**src/rtl/ctl_pkg.sv**
```systemverilog
package ctl_pkg;
    localparam int WORD_W  = 16;
    localparam int ADDR_W  = 3;
    localparam int DATA_W  = 9;
    localparam int SYNC_STAGES = 2;
    localparam int KEY_LSB = 5;
    localparam int KEY_W   = 4;
    localparam logic [KEY_W-1:0] KEY_VAL = 4'hF;

    localparam logic [ADDR_W-1:0] ADR_LEFT  = 3'b000;
    localparam logic [ADDR_W-1:0] ADR_RIGHT = 3'b001;
    localparam logic [ADDR_W-1:0] ADR_MODE  = 3'b010;
    localparam logic [ADDR_W-1:0] ADR_FMT   = 3'b011;
    localparam logic [ADDR_W-1:0] ADR_HID   = 3'b110;

    typedef struct packed {
        logic       ld_l;
        logic [7:0] att_l;
        logic       ld_r;
        logic [7:0] att_r;
        logic [1:0] wlen;
        logic       dac_off;
        logic       deemph;
        logic       mute;
        logic       zdet;
        logic [1:0] fs_sel;
        logic       rev;
        logic       slow;
        logic       att_com;
        logic       lrpol;
        logic       i2s;
        logic       cdo;
        logic [1:0] diff;
        logic       unlock;
    } ctl_regs_t;

    localparam ctl_regs_t REGS_RESET = '{
        ld_l: 1'b0, att_l: 8'hFF, ld_r: 1'b0, att_r: 8'hFF,
        wlen: 2'b00, dac_off: 1'b0, deemph: 1'b0, mute: 1'b0,
        zdet: 1'b0, fs_sel: 2'b00, rev: 1'b0, slow: 1'b0,
        att_com: 1'b0, lrpol: 1'b0, i2s: 1'b0,
        cdo: 1'b0, diff: 2'b00, unlock: 1'b0
    };
endpackage

```
**src/rtl/ctl_sync.sv**
```systemverilog
module ctl_sync #(
    parameter int N      = 4,
    parameter int STAGES = ctl_pkg::SYNC_STAGES
) (
    input  logic         clk,
    input  logic         rst_n,
    input  logic [N-1:0] async_i,
    output logic [N-1:0] lvl_o
);
    logic [STAGES-1:0][N-1:0] pipe_d, pipe_q;

    generate
        if (STAGES > 1) begin : g_multi
            always_comb pipe_d = {pipe_q[STAGES-2:0], async_i};
        end else begin : g_single
            always_comb pipe_d = async_i;
        end
    endgenerate

    always_ff @(posedge clk or negedge rst_n) begin
        if (!rst_n) pipe_q <= '0;
        else        pipe_q <= pipe_d;
    end

    assign lvl_o = pipe_q[STAGES-1];
endmodule

```
**src/rtl/ctl_edge.sv**
```systemverilog
module ctl_edge #(
    parameter int N = 2
) (
    input  logic         clk,
    input  logic         rst_n,
    input  logic [N-1:0] lvl_i,
    output logic [N-1:0] rise_o
);
    logic [N-1:0] prev_d, prev_q;

    always_comb begin
        prev_d = lvl_i;
        rise_o = lvl_i & ~prev_q;
    end

    always_ff @(posedge clk or negedge rst_n) begin
        if (!rst_n) prev_q <= '0;
        else        prev_q <= prev_d;
    end
endmodule

```
**src/rtl/ctl_shift.sv**
```systemverilog
module ctl_shift #(
    parameter int WORD_W = ctl_pkg::WORD_W,
    parameter int KEEP_W = ctl_pkg::ADDR_W + ctl_pkg::DATA_W
) (
    input  logic              clk,
    input  logic              rst_n,
    input  logic              bit_stb_i,
    input  logic              lat_stb_i,
    input  logic              sdat_i,
    output logic [KEEP_W-1:0] word_o,
    output logic              word_ok_o
);
    localparam int CNT_W = $clog2(WORD_W + 1);
    localparam logic [CNT_W-1:0] CNT_MAX  = '1;
    localparam logic [CNT_W-1:0] CNT_WORD = CNT_W'(WORD_W);

    typedef struct packed {
        logic [KEEP_W-1:0] sh;
        logic [CNT_W-1:0]  cnt;
    } sh_state_t;

    sh_state_t st_d, st_q;

    always_comb begin
        st_d = st_q;
        if (lat_stb_i) begin
            st_d.cnt = '0;
        end else if (bit_stb_i) begin
            st_d.sh = {st_q.sh[KEEP_W-2:0], sdat_i};
            if (st_q.cnt != CNT_MAX) st_d.cnt = st_q.cnt + 1'b1;
        end
    end

    always_ff @(posedge clk or negedge rst_n) begin
        if (!rst_n) st_q <= '0;
        else        st_q <= st_d;
    end

    assign word_o    = st_q.sh;
    assign word_ok_o = (st_q.cnt == CNT_WORD);

    // newest serial bit enters at the bottom of the shift register
    p_msb_first_r1: assert property (@(posedge clk) disable iff (!rst_n)
        (bit_stb_i && !lat_stb_i) |=> (st_q.sh[0] == $past(sdat_i)));

    // every latch edge restarts the bit count
    p_count_clear_r11: assert property (@(posedge clk) disable iff (!rst_n)
        lat_stb_i |=> (st_q.cnt == '0));
endmodule

```
**src/rtl/ctl_regfile.sv**
```systemverilog
module ctl_regfile
    import ctl_pkg::*;
#(
    parameter int AW = ctl_pkg::ADDR_W,
    parameter int DW = ctl_pkg::DATA_W
) (
    input  logic             clk,
    input  logic             rst_n,
    input  logic             wr_stb_i,
    input  logic             word_ok_i,
    input  logic [AW+DW-1:0] word_i,
    input  logic             cs_n_i,
    input  logic             ready_i,
    output ctl_regs_t        regs_o
);
    ctl_regs_t regs_d, regs_q;
    logic [AW-1:0] wr_addr;
    logic [DW-1:0] wr_data;
    logic          accept;

    always_comb begin
        wr_addr = word_i[DW +: AW];
        wr_data = word_i[DW-1:0];
        accept  = wr_stb_i && word_ok_i && !cs_n_i && ready_i;
        regs_d  = regs_q;
        if (accept) begin
            case (wr_addr)
                ADR_LEFT: begin
                    regs_d.ld_l  = wr_data[8];
                    regs_d.att_l = wr_data[7:0];
                end
                ADR_RIGHT: begin
                    regs_d.ld_r  = wr_data[8];
                    regs_d.att_r = wr_data[7:0];
                end
                ADR_MODE: begin
                    regs_d.wlen    = wr_data[4:3];
                    regs_d.dac_off = wr_data[2];
                    regs_d.deemph  = wr_data[1];
                    regs_d.mute    = wr_data[0];
                    regs_d.unlock  = (wr_data[KEY_LSB +: KEY_W] == KEY_VAL);
                end
                ADR_FMT: begin
                    regs_d.zdet    = wr_data[8];
                    regs_d.fs_sel  = wr_data[7:6];
                    regs_d.rev     = wr_data[4];
                    regs_d.slow    = wr_data[3];
                    regs_d.att_com = wr_data[2];
                    regs_d.lrpol   = wr_data[1];
                    regs_d.i2s     = wr_data[0];
                end
                ADR_HID: begin
                    if (regs_q.unlock) begin
                        regs_d.cdo  = wr_data[6];
                        regs_d.diff = wr_data[5:4];
                    end
                end
                default: ;
            endcase
        end
    end

    always_ff @(posedge clk or negedge rst_n) begin
        if (!rst_n) regs_q <= REGS_RESET;
        else        regs_q <= regs_d;
    end

    assign regs_o = regs_q;

    // locked hidden register holds its value
    p_hidden_locked_r6: assert property (@(posedge clk) disable iff (!rst_n)
        (accept && wr_addr == ADR_HID && !regs_q.unlock)
        |=> ($stable(regs_q.cdo) && $stable(regs_q.diff)));

    // a mode write without the key re-locks
    p_key_drop_r6: assert property (@(posedge clk) disable iff (!rst_n)
        (accept && wr_addr == ADR_MODE && wr_data[KEY_LSB +: KEY_W] != KEY_VAL)
        |=> !regs_q.unlock);

    // select high blocks the commit
    p_cs_gate_r8: assert property (@(posedge clk) disable iff (!rst_n)
        (wr_stb_i && cs_n_i) |=> $stable(regs_q));

    // not ready blocks the commit
    p_ready_gate_r9: assert property (@(posedge clk) disable iff (!rst_n)
        !ready_i |=> $stable(regs_q));

    // undefined addresses change nothing
    p_undef_addr_r10: assert property (@(posedge clk) disable iff (!rst_n)
        (wr_stb_i && (wr_addr == 3'b100 || wr_addr == 3'b101 || wr_addr == 3'b111))
        |=> $stable(regs_q));

    // wrong bit count changes nothing
    p_len_gate_r11: assert property (@(posedge clk) disable iff (!rst_n)
        (wr_stb_i && !word_ok_i) |=> $stable(regs_q));
endmodule

```
**src/rtl/ctl_port_top.sv**
```systemverilog
module ctl_port_top
    import ctl_pkg::*;
(
    input  logic       clk,
    input  logic       rst_n,
    input  logic       dev_ready_i,
    input  logic       cs_n_i,
    input  logic       cfg_dat_i,
    input  logic       cfg_clk_i,
    input  logic       cfg_lat_i,
    output logic [7:0] att_left_o,
    output logic       att_left_load_o,
    output logic [7:0] att_right_o,
    output logic       att_right_load_o,
    output logic [1:0] word_len_o,
    output logic       dac_force_zero_o,
    output logic       deemph_en_o,
    output logic       soft_mute_o,
    output logic       zero_det_en_o,
    output logic [1:0] fs_sel_o,
    output logic       phase_rev_o,
    output logic       slow_rolloff_o,
    output logic       att_common_o,
    output logic       lr_swap_o,
    output logic       i2s_fmt_o,
    output logic       clkdet_off_o,
    output logic [1:0] diff_mode_o
);
    localparam int KEEP_W = ADDR_W + DATA_W;

    logic [3:0]        lvl;
    logic [1:0]        rise;
    logic [KEEP_W-1:0] word;
    logic              word_ok;
    ctl_regs_t         regs;

    // line order: 0 serial clock, 1 latch, 2 data, 3 select
    ctl_sync #(.N(4), .STAGES(SYNC_STAGES)) u_sync (
        .clk     (clk),
        .rst_n   (rst_n),
        .async_i ({cs_n_i, cfg_dat_i, cfg_lat_i, cfg_clk_i}),
        .lvl_o   (lvl)
    );

    ctl_edge #(.N(2)) u_edge (
        .clk    (clk),
        .rst_n  (rst_n),
        .lvl_i  (lvl[1:0]),
        .rise_o (rise)
    );

    ctl_shift #(.WORD_W(WORD_W), .KEEP_W(KEEP_W)) u_shift (
        .clk       (clk),
        .rst_n     (rst_n),
        .bit_stb_i (rise[0]),
        .lat_stb_i (rise[1]),
        .sdat_i    (lvl[2]),
        .word_o    (word),
        .word_ok_o (word_ok)
    );

    ctl_regfile #(.AW(ADDR_W), .DW(DATA_W)) u_regs (
        .clk       (clk),
        .rst_n     (rst_n),
        .wr_stb_i  (rise[1]),
        .word_ok_i (word_ok),
        .word_i    (word),
        .cs_n_i    (lvl[3]),
        .ready_i   (dev_ready_i),
        .regs_o    (regs)
    );

    always_comb begin
        att_left_o       = regs.att_l;
        att_left_load_o  = regs.ld_l;
        att_right_o      = regs.att_r;
        att_right_load_o = regs.ld_r;
        word_len_o       = regs.wlen;
        dac_force_zero_o = regs.dac_off;
        deemph_en_o      = regs.deemph;
        soft_mute_o      = regs.mute;
        zero_det_en_o    = regs.zdet;
        fs_sel_o         = regs.fs_sel;
        phase_rev_o      = regs.rev;
        slow_rolloff_o   = regs.slow;
        att_common_o     = regs.att_com;
        lr_swap_o        = regs.lrpol;
        i2s_fmt_o        = regs.i2s;
        clkdet_off_o     = regs.cdo;
        diff_mode_o      = regs.diff;
    end
endmodule

```
**config.mk**
```make
export PLATFORM = sky130hd
export DESIGN_NAME = ctl_port_top
export DESIGN_NICKNAME = d
export VERILOG_FILES = /design/src/rtl/ctl_pkg.sv /design/src/rtl/ctl_sync.sv /design/src/rtl/ctl_edge.sv /design/src/rtl/ctl_shift.sv /design/src/rtl/ctl_regfile.sv /design/src/rtl/ctl_port_top.sv
export SDC_FILE = /design/constraint.sdc
export NUM_CORES = 1
export LEC_CHECK = 0
export CORE_AREA = 2 2 74 76
export DETAILED_ROUTE_END_ITERATION = 10
export DIE_AREA = 0 0 76 78
export GPL_TIMING_DRIVEN = 0
export MAX_ROUTING_LAYER = met4
export PLACE_DENSITY = 0.77
export SYNTH_ARGS = -nofsm -noshare
export SYNTH_HDL_FRONTEND = slang
export SYNTH_SLANG_ARGS = --single-unit
```
**constraint.sdc**
```tcl
create_clock -name clk -period 2.76 [get_ports clk]
set_clock_uncertainty 0.2 [all_clocks]
set_input_delay 0.414 -clock clk [delete_from_list [all_inputs] [get_ports clk]]
set_output_delay 0.414 -clock clk [all_outputs]
set_load 0.02 [all_outputs]
```
==> results.txt <==
The flow ran to the end, and the final reports show no timing, DRC or antenna violations. Of all nets on the critical path, the largest fanout is 6. The worst endpoint required time was 2.82 ns; the total half-perimeter wirelength after legalization and detailed placement was 3.10 mm. For this run, design rule violations remaining after detail routing come to 0. The startpoint-to-endpoint class of the critical path was reg -> reg. The netlist uses 32 different library cells. Setup repair after global routing left no endpoint under its margin.

The average instance in the mapped netlist occupies 15.2 µm². The cell at the slowest stage of the critical path is sky130_fd_sc_hd__or3b_2. STA classifies the critical path startpoint as a register. The number of buffer and inverter stages on the critical path came out at 1. Initial cell density of the core: 0.521. The logs give 0.599 for the sequential-to-total area share from yosys stat and 2630 µm² for the summed instance area of the synthesized netlist. Clock root buffer: sky130_fd_sc_hd__clkbuf_8.

In the layout the commonest cells are 46 x sky130_fd_sc_hd__dfrtp_1, 41 x sky130_fd_sc_hd__mux2_2, 39 x sky130_fd_sc_hd__clkdlybuf4s50_1. The highest clock frequency the design can meet was 411 MHz; the port buffer count was 40. Total negative slack: 0 ns. No sink is reached through more buffers than the 2 on the longest clock path. The routed design has 4.63 mm of wire. The most common cell after layout, fill and taps aside is sky130_fd_sc_hd__dfrtp_1.

For this design the static power due to leakage is 1.54 nW. The tree built by TritonCTS fans out to 62 sinks. Dividing total power by cell area gives a power density of 705 nW/µm². Number of placed I/O pins: 41. Row generation in the floorplan step produced 26 rows.

The shortest clock period the worst path allows after layout was 2.44 ns. The pre-antenna-repair detailed-routing pass consisted of 5 iterations. The fraction of layout instances using a drive strength above 1 was 0.481. Most common cell type on the critical path: sky130_fd_sc_hd__ha_1. The largest single stage delay on the critical path is 0.46 ns. The relative max-transition margin was 0.469.

The run gives 0.151 ns as the minimum hold slack. The total congestion overflow after global routing is 0, and the total vias in the final route is 1489. Across the VDD grid, the largest voltage drop is 0.405 mV.

For the post-CTS repair timing setup buffer count, the log shows 0. The via density per instance was 4.95; the post-route worst setup slack was 0.324 ns. Grouping stages by cell kind, the critical path spends the most delay in simple AND/OR/NAND/NOR gates.

The count of synthesis-stage warnings from yosys was 0. The area share of the leading cell type in the synthesized netlist is 0.439, and the total routing resource utilization after global routing is 0.185. The tools report the number of DRC violations after detailed-routing iteration 0 as 88. Area of the core region: 5040 µm². Entering global routing, the biggest net connects 42 pins.

Including well taps, the total number of placed cells is 284. The final non-filler cell total is 301, and the number of levels the H-tree was split into is 3. The post-CTS clock slew at the launch and capture registers of the worst setup and hold paths is 0.07 ns, and the clock latency on the worst-skew pair is 0.34 ns.

The overall die area was 5930 µm²; the total nets after synthesis was 183. In this run the horizontal extent of the chip is 76 µm. The floorplan step set the die height to 78 µm.

Dividing the detail-routed wire length by the instance count gives 15.4 µm. From synthesis to final layout, the design area changed by 29.8%. Sorting the synthesized cells by area gives the leading types as sky130_fd_sc_hd__dfrtp_1 44%, sky130_fd_sc_hd__mux2_2 18%, sky130_fd_sc_hd__dfstp_2 16%, sky130_fd_sc_hd__buf_4 6.3%, sky130_fd_sc_hd__nor4_4 2.4%.

Setup-violating endpoint count in the final report: 0. STA classifies the critical path endpoint as a register. The data arrival time of the critical path came out at 2.50 ns. The part of the cycle the worst path needs came out at 0.883.

Number of instances in the synthesized netlist: 173. The max-slew violation count is 0. TritonCTS built the clock tree.

The repair_antennas step left the layout with diodes totalling 0. The run gives 0.676 as the share of the core filled with cells. The number of flip-flops and latches in the synthesized netlist was 62. The initial antenna violation count was 0; the wire length of the first global-routing pass was 8.06 mm. Walking the worst path, the cells encountered are ha_1 -> and3_2 -> ha_1 -> or3b_2 -> clkbuf_1 -> or3_1 -> a21oi_1. In this run the remaining antenna-violating nets after routing total 0.

The number of global-route vias before repair came out at 1613. For the CTS buffer count, the log shows 9. Summed over all instances, the cell type with the most area after synthesis is sky130_fd_sc_hd__dfrtp_1.

Type of the most critical hold path: reg -> reg. The logs give 0.709 for the routability congestion estimate from global placement and 0 for the number of endpoints with negative hold slack in the final report. Across the run, the number of max-cap violations was 0. The final layout net count is 236, and the actual slew at the worst max-slew pin is 0.790 ns.

Prior to clock tree synthesis, the placed netlist has a worst setup slack of 0.107 ns.
[flip-flops by register name, indices dropped and copies added (netlist names)]
signal and cells:
u_edge.prev_q 2, u_regs.regs_o 35, u_shift.st_q 5, u_shift.word_o 12
u_sync.lvl_o 4, u_sync.pipe_d 4
[stage by stage]
step	instance area, µm²	total power, mW
after global placement	3110	1.32
final	3410	2.40
after floorplan	2630	1.25
after CTS	3410	2.42
after detailed placement	3130	1.34
after global routing	3410	2.50
[kinds of logic after synthesis]
family	count (synthesis)	share of synthesized area
flops	62	0.599
xor+xnor	1	0.00334
mux	49	0.212
fa+ha+maj	3	0.0143
compound gates	3	0.00572
simple gates	25	0.0882
buf+inv	30	0.0782
[worst register-to-register path, delay by kind of cell (launching register included)]
family	cells	cell delay (ns)
AOI/OAI and AO/OA	1	0.17
and+or+nand+nor	3	0.99
adders and majority gates	2	0.40
DFF	1	0.43
buffers and inverters	1	0.18
[cell type report]
cell class / count / area, µm²
flip-flops and latches: 62 / 1570
plain buffers: 27 / 194
repair buffers: 42 / 425
fillers: 354 / 1630
clock buffers: 10 / 138
multi-input cells: 81 / 848
inverters: 3 / 11.3
well taps: 70 / 87.6
clock inverters: 6 / 133
[cells in the mapped netlist]
| library cell | number |
|---|---|
| sky130_fd_sc_hd__nand2_1 | 3 |
| sky130_fd_sc_hd__o21ai_0 | 1 |
| sky130_fd_sc_hd__nor2_1 | 4 |
| sky130_fd_sc_hd__nand4bb_1 | 1 |
| sky130_fd_sc_hd__buf_4 | 22 |
| sky130_fd_sc_hd__a21oi_1 | 2 |
| sky130_fd_sc_hd__nand4_1 | 1 |
| sky130_fd_sc_hd__nand4bb_2 | 1 |
| sky130_fd_sc_hd__dfrtp_1 | 46 |
| sky130_fd_sc_hd__mux2_2 | 41 |
| sky130_fd_sc_hd__dfstp_2 | 16 |
| sky130_fd_sc_hd__buf_2 | 2 |
| sky130_fd_sc_hd__xnor2_1 | 1 |
| sky130_fd_sc_hd__nor4_4 | 3 |
| sky130_fd_sc_hd__nor3b_1 | 1 |
| sky130_fd_sc_hd__nand3_1 | 1 |
| sky130_fd_sc_hd__nand2b_1 | 2 |
| sky130_fd_sc_hd__mux2_4 | 2 |
| sky130_fd_sc_hd__or3_1 | 1 |
| sky130_fd_sc_hd__clkbuf_1 | 2 |
| sky130_fd_sc_hd__or2b_2 | 1 |
| sky130_fd_sc_hd__nor2b_1 | 1 |
| sky130_fd_sc_hd__or4_4 | 1 |
| sky130_fd_sc_hd__ha_1 | 3 |
| sky130_fd_sc_hd__mux2i_1 | 3 |
| sky130_fd_sc_hd__buf_6 | 1 |
| sky130_fd_sc_hd__and3_2 | 1 |
| sky130_fd_sc_hd__inv_1 | 3 |
| sky130_fd_sc_hd__mux2_1 | 3 |
| sky130_fd_sc_hd__or3b_2 | 1 |
| sky130_fd_sc_hd__nor4b_4 | 1 |
| sky130_fd_sc_hd__nor4bb_1 | 1 |
[power by group]
part / total [mW] / switching [mW] / internal [mW]
Clock: 1.08 / 0.361 / 0.714
Combinational: 0.207 / 0.0957 / 0.111
Sequential: 1.12 / 0.122 / 0.998
Total: 2.40 / 0.579 / 1.82
[repair_timing]
item,CTS,global route
endpoints found under the hold margin,11,0
hold buffers,1,0
resized for setup,0,0
[metal layers]
| metal | routed length, µm | vias up | GRT usage |
|---|---|---|---|
| met1 | 2050 | 750 | 0.223 |
| met3 | 221 | 10 | 0.0593 |
| met5 | 0 | - | - |
| li1 | - | 690 | - |
| met2 | 2250 | 39 | 0.285 |
| met4 | 108 | 0 | 0.0891 |
[worst paths after layout]
| kind | slack (ns) | cells past startpoint | start | endpoint |
|---|---|---|---|---|
| max in group asynchronous | 1.34 | 3 | rst_n | u_regs.regs_o[26] |
| worst max register to register | 0.32 | 7 | u_shift.st_q[1] | u_shift.st_q[3] |
| worst min register to register | 0.15 | 0 | u_sync.pipe_d[5] | u_sync.lvl_o[1] |
| worst max-delay path | 0.32 | 7 | u_shift.st_q[1] | u_shift.st_q[3] |
| worst min-delay path | 0.15 | 0 | u_sync.pipe_d[5] | u_sync.lvl_o[1] |
| min in group asynchronous | 0.38 | 2 | rst_n | u_regs.regs_o[7] |
Power figures use the tool's default switching activity.
